--- config.mk ---
export PLATFORM = sky130hd
export DESIGN_NAME = sync_bin_chain
export DESIGN_NICKNAME = d
export VERILOG_FILES = /design/src/rtl/cnt_pkg.sv /design/src/rtl/cnt_op_sel.sv /design/src/rtl/cnt_carry.sv /design/src/rtl/cnt_stage.sv /design/src/rtl/sync_bin_chain.sv
export SDC_FILE = /design/constraint.sdc
export NUM_CORES = 1
export LEC_CHECK = 0
export BUFFER_PORTS_ARGS = -buffer_cell sky130_fd_sc_hd__buf_4
export CORE_AREA = 10 10 47 49
export DETAILED_ROUTE_END_ITERATION = 16
export DIE_AREA = 0 0 57 59
export SLEW_MARGIN = 20
export SYNTH_ARGS = -nofsm -noshare
export SYNTH_HDL_FRONTEND = slang
export SYNTH_SLANG_ARGS = --single-unit
--- constraint.sdc ---
create_clock -name clk -period 1.4 [get_ports clk]
set_input_delay 0.14 -clock clk [delete_from_list [all_inputs] [get_ports clk]]
set_output_delay 0.14 -clock clk [all_outputs]
set_load 0.02 [all_outputs]
--- src/rtl/cnt_pkg.sv ---
package cnt_pkg;
    localparam int STAGE_W = 4;

    typedef enum logic [1:0] {
        OP_HOLD  = 2'd0,
        OP_COUNT = 2'd1,
        OP_LOAD  = 2'd2
    } cnt_op_e;
endpackage

--- src/rtl/cnt_op_sel.sv ---
module cnt_op_sel
    import cnt_pkg::*;
(
    input  logic    load_n,
    input  logic    en_p,
    input  logic    en_t,
    output cnt_op_e op
);
    always_comb begin
        if (!load_n)
            op = OP_LOAD;
        else if (en_p && en_t)
            op = OP_COUNT;
        else
            op = OP_HOLD;
    end
endmodule

--- src/rtl/cnt_carry.sv ---
module cnt_carry #(
    parameter int WIDTH = 4
) (
    input  logic [WIDTH-1:0] cnt,
    input  logic             en_t,
    output logic             carry
);
    always_comb begin
        carry = en_t && (cnt == {WIDTH{1'b1}});
    end
endmodule

--- src/rtl/cnt_stage.sv ---
module cnt_stage
    import cnt_pkg::*;
#(
    parameter int WIDTH = STAGE_W
) (
    input  logic             clk,
    input  logic             clear_n,
    input  logic             load_n,
    input  logic             en_p,
    input  logic             en_t,
    input  logic [WIDTH-1:0] din,
    output logic [WIDTH-1:0] cnt,
    output logic             carry
);
    localparam logic [WIDTH-1:0] ONE = WIDTH'(1);

    typedef struct packed {
        logic [WIDTH-1:0] value;
    } stage_t;

    stage_t  st_d, st_q;
    cnt_op_e op;

    cnt_op_sel u_sel (
        .load_n (load_n),
        .en_p   (en_p),
        .en_t   (en_t),
        .op     (op)
    );

    always_comb begin
        st_d = st_q;
        unique case (op)
            OP_LOAD:  st_d.value = din;
            OP_COUNT: st_d.value = st_q.value + ONE;
            default:  st_d.value = st_q.value;
        endcase
    end

    always_ff @(posedge clk or negedge clear_n) begin
        if (!clear_n)
            st_q <= '0;
        else
            st_q <= st_d;
    end

    assign cnt = st_q.value;

    cnt_carry #(.WIDTH(WIDTH)) u_carry (
        .cnt   (st_q.value),
        .en_t  (en_t),
        .carry (carry)
    );

    AST_CLEAR_ZERO: assert property (@(negedge clk) !clear_n |-> cnt == '0);

    AST_LOAD_WINS: assert property (@(posedge clk) disable iff (!clear_n)
        ($past(clear_n) && !$past(load_n)) |-> cnt == $past(din));

    AST_COUNT_STEP: assert property (@(posedge clk) disable iff (!clear_n)
        ($past(clear_n) && $past(load_n) && $past(en_p) && $past(en_t))
        |-> cnt == $past(cnt) + ONE);

    AST_HOLD_STABLE: assert property (@(posedge clk) disable iff (!clear_n)
        ($past(clear_n) && $past(load_n) && !($past(en_p) && $past(en_t)))
        |-> $stable(cnt));

    AST_CARRY_NEEDS_T: assert property (@(posedge clk) disable iff (!clear_n)
        carry |-> (en_t && cnt == {WIDTH{1'b1}}));

    AST_WRAP_ZERO: assert property (@(posedge clk) disable iff (!clear_n)
        ($past(clear_n) && $past(load_n) && $past(en_p) && $past(en_t)
         && $past(cnt) == {WIDTH{1'b1}}) |-> cnt == '0);
endmodule

--- src/rtl/sync_bin_chain.sv ---
module sync_bin_chain
    import cnt_pkg::*;
#(
    parameter int STAGES = 2,
    localparam int W = STAGE_W * STAGES
) (
    input  logic         clk,
    input  logic         clear_n,
    input  logic         load_n,
    input  logic         count_en,
    input  logic         chain_en,
    input  logic [W-1:0] data,
    output logic [W-1:0] q,
    output logic         carry_out
);
    logic [STAGES:0] t_chain;

    assign t_chain[0] = chain_en;

    for (genvar i = 0; i < STAGES; i++) begin : g_stage
        cnt_stage #(.WIDTH(STAGE_W)) u_stage (
            .clk     (clk),
            .clear_n (clear_n),
            .load_n  (load_n),
            .en_p    (count_en),
            .en_t    (t_chain[i]),
            .din     (data[i*STAGE_W +: STAGE_W]),
            .cnt     (q[i*STAGE_W +: STAGE_W]),
            .carry   (t_chain[i+1])
        );
    end

    assign carry_out = t_chain[STAGES];

    AST_CHAIN_STEP: assert property (@(posedge clk) disable iff (!clear_n)
        ($past(clear_n) && $past(load_n) && $past(count_en) && $past(chain_en))
        |-> q == $past(q) + W'(1));

    AST_CLEAR_OVER_LOAD: assert property (@(negedge clk)
        (!clear_n && !load_n) |-> q == '0);
endmodule

# Word-level counts from Yosys, hierarchy flattened
# Cells that the tools add are included.
dict set report classes {
  muxes 6
  n_eq_ne 6
  addsub 2
  reduce_logical 6
}
# operator n
set op_table {}
lappend op_table {{$pmux W4 S2} 2}
lappend op_table {{$add A4 B1 Y4 const B} 2}
lappend op_table {{$eq A4 B4 Y1 const B} 2}
lappend op_table {{$eq A2 B1 Y1 const B} 2}
lappend op_table {{$eq A2 B2 Y1 const B} 2}
lappend op_table {{$logic_and A1 B1 Y1} 4}
lappend op_table {{$mux W2} 2}
lappend op_table {{$reduce_bool A2 Y1} 2}
lappend op_table {{$mux W1} 2}
dict set report word_totals {
  output_inout_bits 9
  register_bits 8
  inputBits 13
}

# Depth between registers and ports, before layout
# Gate-level depths: netlist of run 1.
dict set report depth {
  depth_word 7
  ltp_mapped 4
}

# By module
# A second synthesis of run 1 with hierarchy kept.
dict set report unflattened {
  hier_cells 60
  hier_area_um2 543.0
}
# mod cells_each instances seq_area_each_um2 area_per_inst_um2
set by_module_without_submodules {}
lappend by_module_without_submodules {cnt_stage 25 2 100.1 249.0}
lappend by_module_without_submodules {cnt_carry 3 2 0.0 12.5}
lappend by_module_without_submodules {cnt_op_sel 2 2 0.0 10.0}

# Least setup slack after synthesis of run 1
# No wires, ideal clock.
dict set report synth_path {
  path_kind {register to register}
  from {register g_stage[0].u_stage.st_q (netlist bit g_stage[0].u_stage.cnt[0])}
  to {register g_stage[1].u_stage.st_q (netlist bit g_stage[1].u_stage.cnt[3])}
  arrival_ps 1498
  synth_period_minus_slack_ps 1580
  stages_incl_launch_ff 5
  slack_ps -180
  setup_time_ps 82
  required_ps 1318
  cell_sequence {dfrtp_1 ha_1 nand3_4 or4_1 a31oi_1}
}
dict set report synth_via {
  elab_chain_len 7
}
# item line
set synth_rtl {}
lappend synth_rtl {{from (decl)} cnt_stage.sv:21} ;# stage_t st_d, st_q;
lappend synth_rtl {{from (signal assigned)} cnt_stage.sv:44} ;# st_q <= st_d;
lappend synth_rtl {{$eq A4 B4 Y1 (*)} cnt_carry.sv:9} ;# carry = en_t && (cnt == {WIDTH{1'b1}});
lappend synth_rtl {{$logic_and A1 B1 Y1 (*)} cnt_carry.sv:9}
lappend synth_rtl {{$logic_and A1 B1 Y1 (*)} cnt_op_sel.sv:12} ;# else if (en_p && en_t)
lappend synth_rtl {{$mux W1 (*)} cnt_op_sel.sv:12}
lappend synth_rtl {{$mux W2 (*)} cnt_op_sel.sv:10} ;# if (!load_n)
lappend synth_rtl {{$eq A2 B1 Y1 / $eq A2 B2 Y1 (equally long branches)} cnt_stage.sv:33} ;# unique case (op)
lappend synth_rtl {{$pmux W4 S2 / $reduce_bool A2 Y1 (equally long branches)} -}
lappend synth_rtl {{to (signal assigned)} cnt_stage.sv:44}
lappend synth_rtl {{to (decl)} cnt_stage.sv:21}
# Every way passes the cells marked *; elsewhere a longest branch is shown, timed or not.
# A chain may end at the register's enable or synchronous reset.

# Final worst setup path of run 1
dict set report layout_path {
  from {register g_stage[0].u_stage.st_q (netlist bit g_stage[0].u_stage.cnt[1])}
  to {output port carry_out}
}
dict set report layout_via {
  elab_chain_len 3
}
# item line
set layout_rtl {}
lappend layout_rtl {{$eq A4 B4 Y1} cnt_carry.sv:9}
lappend layout_rtl {{$logic_and A1 B1 Y1 (2 in series)} cnt_carry.sv:9}
lappend layout_rtl {{to (decl)} sync_bin_chain.sv:14} ;# output logic carry_out
# Every way passes these cells.

==> results of run 1 <==
## Yosys cell counts (all sizes together)
cell / count / share of area [%]
dfrtp: 8 / 44
nor2: 8 / 6.6
nand3: 6 / 9.3
a21oi: 4 / 4.4
a31oi: 4 / 5.5
o21ai: 4 / 4.4
nand2: 3 / 2.5
or3: 3 / 4.6
clkbuf: 2 / 1.6
ha: 2 / 5.5
xor2: 2 / 3.8
mux2i: 1 / 2.2
nor3: 1 / 1.1
o21a: 1 / 1.6
o31ai: 1 / 1.6
or4: 1 / 1.6
## worst max-delay path by stage
stage / start / depth (start not counted) / slack (ps) / end
4_1_cts: g_stage[0].u_stage.cnt[1] / 4 / 8 / carry_out
2_1_floorplan: g_stage[0].u_stage.cnt[1] / 4 / 7 / g_stage[1].u_stage.cnt[0]
3_3_place_gp: g_stage[0].u_stage.cnt[0] / 4 / 60 / g_stage[1].u_stage.cnt[2]
3_5_place_dp: g_stage[0].u_stage.cnt[0] / 4 / 30 / g_stage[1].u_stage.cnt[0]
6_report: g_stage[0].u_stage.cnt[1] / 4 / 4 / carry_out
5_1_grt: g_stage[0].u_stage.cnt[1] / 4 / -30 / carry_out
## worst register-to-register path, stage by stage, from the launching register on
cell	delay [ps]
dfrtp_1	420
ha_2	210
nand3_1	70
or3_2	400
a31oi_1	160
## stage by stage
stage	instance area (um^2)	util (%)	hold WS, ps
after floorplan	473	-	-156
after global routing	727	51.9	135
after detailed placement	643	45.9	-32.2
final	727	51.9	120
after CTS	707	50.4	118
after global placement	643	45.9	-32.3
## routing by layer
layer  share of wire [%]  routed length (um)  vias to the layer above
li1                    -                   -                      250
met1                  40                 532                      233
met2                  51                 681                       13
met3                 7.0                  93                        2
met4                 1.4                  19                        0
met5                   0                   0                        -
## where the power goes
group,switching (W),internal [W]
Combinational,0.000115,0.000116
Clock,0.0000929,0.000110
Sequential,0.0000319,0.000257
Total,0.000240,0.000483
## cell families after synthesis
kind of cell / share of synthesized area, %
AO/OA/AOI/OAI: 17.5
XOR/XNOR: 3.83
adder cells (fa/ha/maj): 5.46
buffers and inverters: 1.64
flip-flops: 43.7
multiplexers: 2.19
AND/OR/NAND/NOR: 25.7
## cell type report
type	count	share of cell area, %
multi-input combinational	42	38.6
clock buffer	4	3.61
tap	16	2.75
timing repair buffer	26	27.2
sequential	8	27.9
## what timing repair did
item,CTS,global route
endpoints found under the hold margin,8,0
resized for setup,1,1
gates cloned,0,1
pin swaps,1,3
setup buffers,3,1
hold buffers,1,0
endpoints found under the setup margin,1,2
==> out/summary.txt, run 1 <==
Worst EP arrival -> 1260 ps
Remaining DRCs -> 0
flops & latches, synth -> 8
Clock Tree Buf Depth -> 2
final hold violation count -> 0
hold-critical path endpoint -> g_stage[1].u_stage.cnt[1]
Slew headroom -> 83.0%
crit-path leading delay family -> flip-flops
first drt pass iteration count -> 2
commonest cells after routing, fill and taps aside -> buf_4, nor2_1, dfrtp_1
Congestion Overflow GR -> 0
area of the core -> 1400 um^2
Register-to-Register Path Depth -> 4
multi-input logic area -> 280 um^2
Port Buf Inserts -> 21
CTS tree -> done
Num CTS Buffers -> 3
Starting Density -> 32.7%
unrepaired setup endpoints after global routing -> true
Initial DRC Count -> 7
CP max-delay cell -> dfrtp_2
largest net degree at the start of global routing -> 17
share of layout cells above drive strength 1 -> 46.3%
final setup violation count -> 0
H-tree levels -> 1
CP startpoint kind -> register
clk sinks -> 8
vias in the first global route -> 479
die width -> 57 um
CTS root buf -> clkbuf_4
worst hold start -> data[5]
GR Layer Usage met3 -> 3.43%
Peak VDD IR -> 516 uV
CP bufs+invs -> 1
Final nets -> 96
crit-path cells -> ha_4 -> nand3_4 -> nor3_2 -> buf_4
Clock Latency Late Sink -> 260 ps
setup TNS -> 0 ps
routed len/inst -> 13.8 um
# placed instances -> 86
Crit Path Class -> reg -> out
vias per cell -> 5.19
Total GRT Usage -> 7.83%
reg-to-reg slack, setup -> 70 ps
hpwl dp -> 953 um
status -> finished clean
net count after synthesis -> 66
Max Clk Rate -> 717 MHz
CP required -> 1260 ps
max reg flops -> 8
GR Layer Usage met1 -> 8.21%
sequential share of the synthesized area -> 43.7%
initial antenna violation count -> 0
fillers -> 132
Die Y -> 59 um
reg2reg start -> g_stage[1].u_stage.cnt[1]
Mapped Avg Cell Area -> 8.98 um^2
register clock-pin slew on the reported worst setup and hold paths -> 60 ps
DP Worst Slack -> 26.1 ps
Vias -> 498
final period utilization -> 99.7%
crit path max fanout -> 5
slowest stage delay, CP -> 380 ps
Mapped Cells -> 51
Die Area -> 3360 um^2
skew final -> 6.77 ps
sequential cell area -> 203 um^2
first-pass GRT wire length -> 2110 um
Final Total Pwr -> 0.000723 W
nature of the critical path endpoint -> output pin
Row Count -> 14
wirelength, routed -> 1330 um
PD cells -> 995 nW/um^2
most common cell after layout, fill and taps aside -> buf_4
Area growth syn-to-layout -> 58.7%
Final GP Congestion -> 0.705
Finished Layout Cells -> 96
M2 GR Usage -> 12.6%
min setup slack post-route -> 4.35 ps
Tmin final -> 1400 ps
# diodes -> 0
worst-margin pin slew -> 255 ps
Routed Antenna Nets -> 0
number of warnings issued by yosys -> 0
Synth Cell Area -> 458 um^2
num ports -> 22
Max-Cap Viols -> 0
worst hold path type -> in -> reg
post-synth cell types -> 18
gr busiest metal -> met2
Lkg Pwr -> 0.309 nW
hold depth -> 3
R2R Path End -> g_stage[1].u_stage.cnt[2]
Slew Limit Fails -> 0
Note: power is estimated with default switching activity, not from simulation.
==> run 2: changes to the inputs <==
==> constraint.sdc (replaced) <==
create_clock -name clk -period 1.45 [get_ports clk]
set_input_delay 0.145 -clock clk [delete_from_list [all_inputs] [get_ports clk]]
set_output_delay 0.145 -clock clk [all_outputs]
set_load 0.02 [all_outputs]
==> run 2 against run 1 <==
  * Sequential power down 3%
  * Critical path depth unchanged
  * Via count down 5.4%
  * Total power down 4.7%
  * Sequential share of layout area up 0.54 points
  * Setup slack better by 49 ps
  * Cell count down 2.1%
  * Wire length down 3.2%
  * Combinational power down 9.1%
  * First-iteration DRC count down 86%
  * Highest routed layer is now met3
==> out/summary.txt, run 2 (synthesis results as in run 1) <==
Register-to-Register Path Depth -> 4
Initial DRC Count -> 1
Clock Tree Buf Depth -> 2
worst-margin pin slew -> 256 ps
register clock-pin slew on the reported worst setup and hold paths -> 60 ps
CTS root buf -> clkbuf_4
vias per cell -> 5.01
Max Clk Rate -> 716 MHz
crit-path leading delay family -> flip-flops
initial antenna violation count -> 0
min setup slack post-route -> 53.0 ps
Worst path depth -> 4
wirelength, routed -> 1280 um
Row Count -> 14
PD cells -> 966 nW/um^2
CP required -> 1310 ps
Finished Layout Cells -> 94
unrepaired setup endpoints after global routing -> true
Max-Cap Viols -> 0
H-tree levels -> 1
Num CTS Buffers -> 3
Tmin final -> 1400 ps
# diodes -> 0
Die Y -> 59 um
Remaining DRCs -> 0
share of layout cells above drive strength 1 -> 44.9%
first-pass GRT wire length -> 2150 um
routed len/inst -> 13.6 um
num ports -> 22
Final GP Congestion -> 0.703
Area growth syn-to-layout -> 55.7%
status -> finished clean
Port Buf Inserts -> 21
Finished Cell Area -> 713 um^2
Clock Latency Late Sink -> 260 ps
Total GRT Usage -> 7.96%
max reg flops -> 8
Final nets -> 94
Starting Density -> 32.7%
crit path max fanout -> 5
Routed Antenna Nets -> 0
Core Util, Final -> 50.9%
Peak VDD IR -> 532 uV
most common cell after layout, fill and taps aside -> buf_4
first drt pass iteration count -> 2
Vias -> 471
DP Worst Slack -> 34.3 ps
nature of the critical path endpoint -> output pin
Congestion Overflow GR -> 0
Min Hold Slack -> 122 ps
CTS tree -> done
CP bufs+invs -> 1
# placed instances -> 87
final setup violation count -> 0
worst hold path type -> in -> reg
final period utilization -> 96.3%
hold depth -> 3
CP startpoint kind -> register
vias in the first global route -> 486
crit-path cells -> ha_4 -> nand3_4 -> nor3_2 -> buf_4
final hold violation count -> 0
Die Area -> 3360 um^2
DP Area -> 651 um^2
Slew headroom -> 82.9%
clk sinks -> 8
slowest stage delay, CP -> 390 ps
Crit Path Class -> reg -> out
Lkg Pwr -> 0.302 nW
Slew Limit Fails -> 0
CP max-delay cell -> dfrtp_2
die width -> 57 um
Worst EP arrival -> 1250 ps
commonest cells after routing, fill and taps aside -> buf_4, nor2_1, dfrtp_1
skew final -> 2.94 ps
area of the core -> 1400 um^2
largest net degree at the start of global routing -> 17
## run 2: changes by cell type in the layout (fill, tap and decap cells not counted), sizes merged
cell,before,now
buf,25,23
## run 2: cell type report
type                    instances  area (um^2)
fillers                       151          688
repair buffers                 24          183
clock buffers                   4         26.3
flip-flops and latches          8          203
well taps                      16         20.0
multi-input cells              42          282
## run 2: final timing paths
kind	from	to	slack [ps]
min in group asynchronous	clear_n	g_stage[0].u_stage.cnt[3]	230
worst min register to register	g_stage[1].u_stage.cnt[1]	g_stage[1].u_stage.cnt[1]	590
max in group asynchronous	clear_n	g_stage[0].u_stage.cnt[1]	1070
worst max register to register	g_stage[0].u_stage.cnt[0]	g_stage[1].u_stage.cnt[3]	70
worst max-delay path	g_stage[0].u_stage.cnt[0]	carry_out	50
worst min-delay path	data[1]	g_stage[0].u_stage.cnt[1]	120
## run 2: power by group
| group | leakage (nW) | internal (W) | switching (W) |
|---|---|---|---|
| registers | 0.0877 | 0.000248 | 0.0000324 |
| logic | 0.200 | 0.000104 | 0.000106 |
| clock network | 0.0150 | 0.000106 | 0.0000914 |
## run 2: worst register-to-register path, cell delays in order (launching register included)
cell and delay (ps):
dfrtp_2 390, ha_4 170, nand3_4 100, or4_4 520, a31oi_1 130
## run 2: timing repair
item,in CTS,in global routing
gates resized for setup,0,2
hold endpoints to repair,8,0
hold buffers,1,0
cloned,0,1
setup endpoints to repair,1,3
pin swaps,0,2
setup buffers,1,0
## run 2: per-layer routing
layer / part of all wire [%] / GRT usage [%] / vias up / wire length, um
li1: - / - / 245 / -
met1: 42 / 8.47 / 216 / 544
met5: 0 / 0 / - / 0
met3: 6.8 / 3.00 / 0 / 87
met2: 51 / 13.0 / 10 / 651
met4: 0 / 5.03 / 0 / 0
## run 2: through the flow
stage / power [W] / setup TNS (ps)
finish: 0.000689 / 0
global route: 0.000737 / -8.25
CTS: 0.000688 / 0
floorplan: 0.000387 / 0
global placement: 0.000478 / 0
detailed placement: 0.000482 / 0
==> run 3: changes to the inputs <==
--- a/config.mk
+++ b/config.mk
@@ -6,9 +6,10 @@
 export NUM_CORES = 1
 export LEC_CHECK = 0
 export BUFFER_PORTS_ARGS = -buffer_cell sky130_fd_sc_hd__buf_4
-export CORE_AREA = 10 10 47 49
+export CORE_AREA = 2 2 39 41
+export CTS_BUF_LIST = sky130_fd_sc_hd__clkbuf_8
 export DETAILED_ROUTE_END_ITERATION = 16
-export DIE_AREA = 0 0 57 59
+export DIE_AREA = 0 0 41 43
 export SLEW_MARGIN = 20
 export SYNTH_ARGS = -nofsm -noshare
 export SYNTH_HDL_FRONTEND = slang
==> run 3 against run 2 <==
  * Clock power is 41% higher
  * Via count down 0.64%
  * Maximum frequency rose by 1.0%
  * Critical path type is now reg -> reg
  * Critical endpoint is now g_stage[1].u_stage.cnt[3]
  * Largest cell class unchanged
==> out/summary.txt, run 3 (synthesis results as in run 1) <==
skew final -> 5.97 ps
die width -> 41 um
Routed Antenna Nets -> 0
unrepaired setup endpoints after global routing -> false
Comb pwr share -> 27.2%
routed len/inst -> 12.4 um
Die Y -> 43 um
multi-input logic area -> 282 um^2
Port Buf Inserts -> 21
num ports -> 22
setup TNS -> 0 ps
Worst EP arrival -> 1530 ps
sequential cell area -> 203 um^2
max reg flops -> 8
Starting Density -> 33.1%
Int Pwr -> 0.000538 W
CP startpoint kind -> register
wirelength, routed -> 1170 um
Congestion Overflow GR -> 0
CTS root buf -> clkbuf_8
clk sinks -> 8
register clock-pin slew on the reported worst setup and hold paths -> 50 ps
Area growth syn-to-layout -> 59.8%
Total GRT Usage -> 15.1%
Max Clk Rate -> 723 MHz
Tmin final -> 1380 ps
status -> finished clean
Lkg Pwr -> 0.314 nW
Final nets -> 94
Slew headroom -> 80.8%
Clock Tree Buf Depth -> 2
first drt pass iteration count -> 4
Clock power frac -> 36.2%
CP required -> 1600 ps
vias per cell -> 4.98
worst hold path type -> in -> reg
Initial DRC Count -> 6
Final GP Congestion -> 0.680
Row Count -> 14
initial antenna violation count -> 0
H-tree levels -> 1
nature of the critical path endpoint -> register
largest net degree at the start of global routing -> 17
final hold violation count -> 0
Peak VDD IR -> 675 uV
part of the power in registers -> 36.6%
Num CTS Buffers -> 3
Vias -> 468
final setup violation count -> 0
Crit Path Class -> reg -> reg
area of the core -> 1380 um^2
most common cell after layout, fill and taps aside -> buf_4
share of layout cells above drive strength 1 -> 44.9%
CTS tree -> done
commonest cells after routing, fill and taps aside -> buf_4, nor2_1, dfrtp_1
vias in the first global route -> 413
switching share of total power -> 30.5%
Clock Latency Late Sink -> 230 ps
worst-margin pin slew -> 288 ps
Slew Limit Fails -> 0
# diodes -> 0
Max-Cap Viols -> 0
crit path max fanout -> 5
Die Area -> 1760 um^2
fillers -> 134
hpwl dp -> 786 um
PD cells -> 1060 nW/um^2
Min Hold Slack -> 152 ps
net switching power figure -> 0.000236 W
final period utilization -> 95.4%
first-pass GRT wire length -> 1730 um
Remaining DRCs -> 0
==> run 3: power groups by stage <==
stage	Clock, W	Combinational [W]	Sequential (W)
6_report	0.000280	0.000211	0.000283
5_1_grt	0.000308	0.000234	0.000288
3_3_place_gp	0	0.000195	0.000282
3_5_place_dp	0	0.000196	0.000283
2_1_floorplan	0	0.0000760	0.000311
4_1_cts	0.000291	0.000199	0.000280
==> run 3: worst paths after layout <==
kind,slack (ps),cells past startpoint,end,startpoint
setup / recovery,70,4,g_stage[1].u_stage.cnt[3],g_stage[0].u_stage.cnt[1]
hold / removal,150,3,g_stage[0].u_stage.cnt[1],data[1]
setup reg to reg,70,4,g_stage[1].u_stage.cnt[3],g_stage[0].u_stage.cnt[1]
hold reg to reg,600,2,g_stage[1].u_stage.cnt[3],g_stage[1].u_stage.cnt[3]
max in group asynchronous,1040,2,g_stage[0].u_stage.cnt[0],clear_n
min in group asynchronous,270,2,g_stage[0].u_stage.cnt[1],clear_n
==> run 3: metrics by stage <==
| stage | std cells | utilization (%) | power, W | area, um^2 | setup WS, ps |
|---|---|---|---|---|---|
| global placement | 87 | 47.0 | 0.000477 | 651 | 56.7 |
| finish | 94 | 52.9 | 0.000774 | 732 | 66.9 |
| floorplan | 51 | - | 0.000387 | 473 | 3.96 |
| CTS | 92 | 51.4 | 0.000771 | 711 | 14.5 |
| global route | 94 | 52.9 | 0.000830 | 732 | 15.4 |
| detailed placement | 87 | 47.0 | 0.000479 | 651 | 43.4 |
==> run 3: final cells by class <==
class                           instances  area share, %
Clock buffer                            3           5.64
Timing Repair Buffer                   24           25.0
Multi-Input combinational cell         42           38.5
Clock inverter                          1          0.513
Tap cell                               16           2.74
Sequential cell                         8           27.7
==> run 3: repair_timing <==
action / CTS / global route
gates cloned: 0 / 1
pin swaps: 0 / 1
setup buffers: 0 / 1
endpoints found under the hold margin: 8 / 0
endpoints found under the setup margin: 1 / 4
hold buffers: 1 / 0
gates resized for setup: 1 / 1
==> run 3: metal layers <==
layer / share of wire, % / wire (um) / GRT usage (%) / up-vias
met1: 43 / 504 / 19.9 / 210
met5: 0 / 0 / 0 / -
met2: 50 / 587 / 20.3 / 15
li1: - / - / - / 241
met3: 5.6 / 65 / 4.71 / 2
met4: 0.86 / 10 / 10.0 / 0
==> run 3: critical path, stage by stage, from the launching register on <==
cell	delay (ps)
dfrtp_2	380
ha_4	170
nand3_4	100
or4_4	520
a31oi_1	130
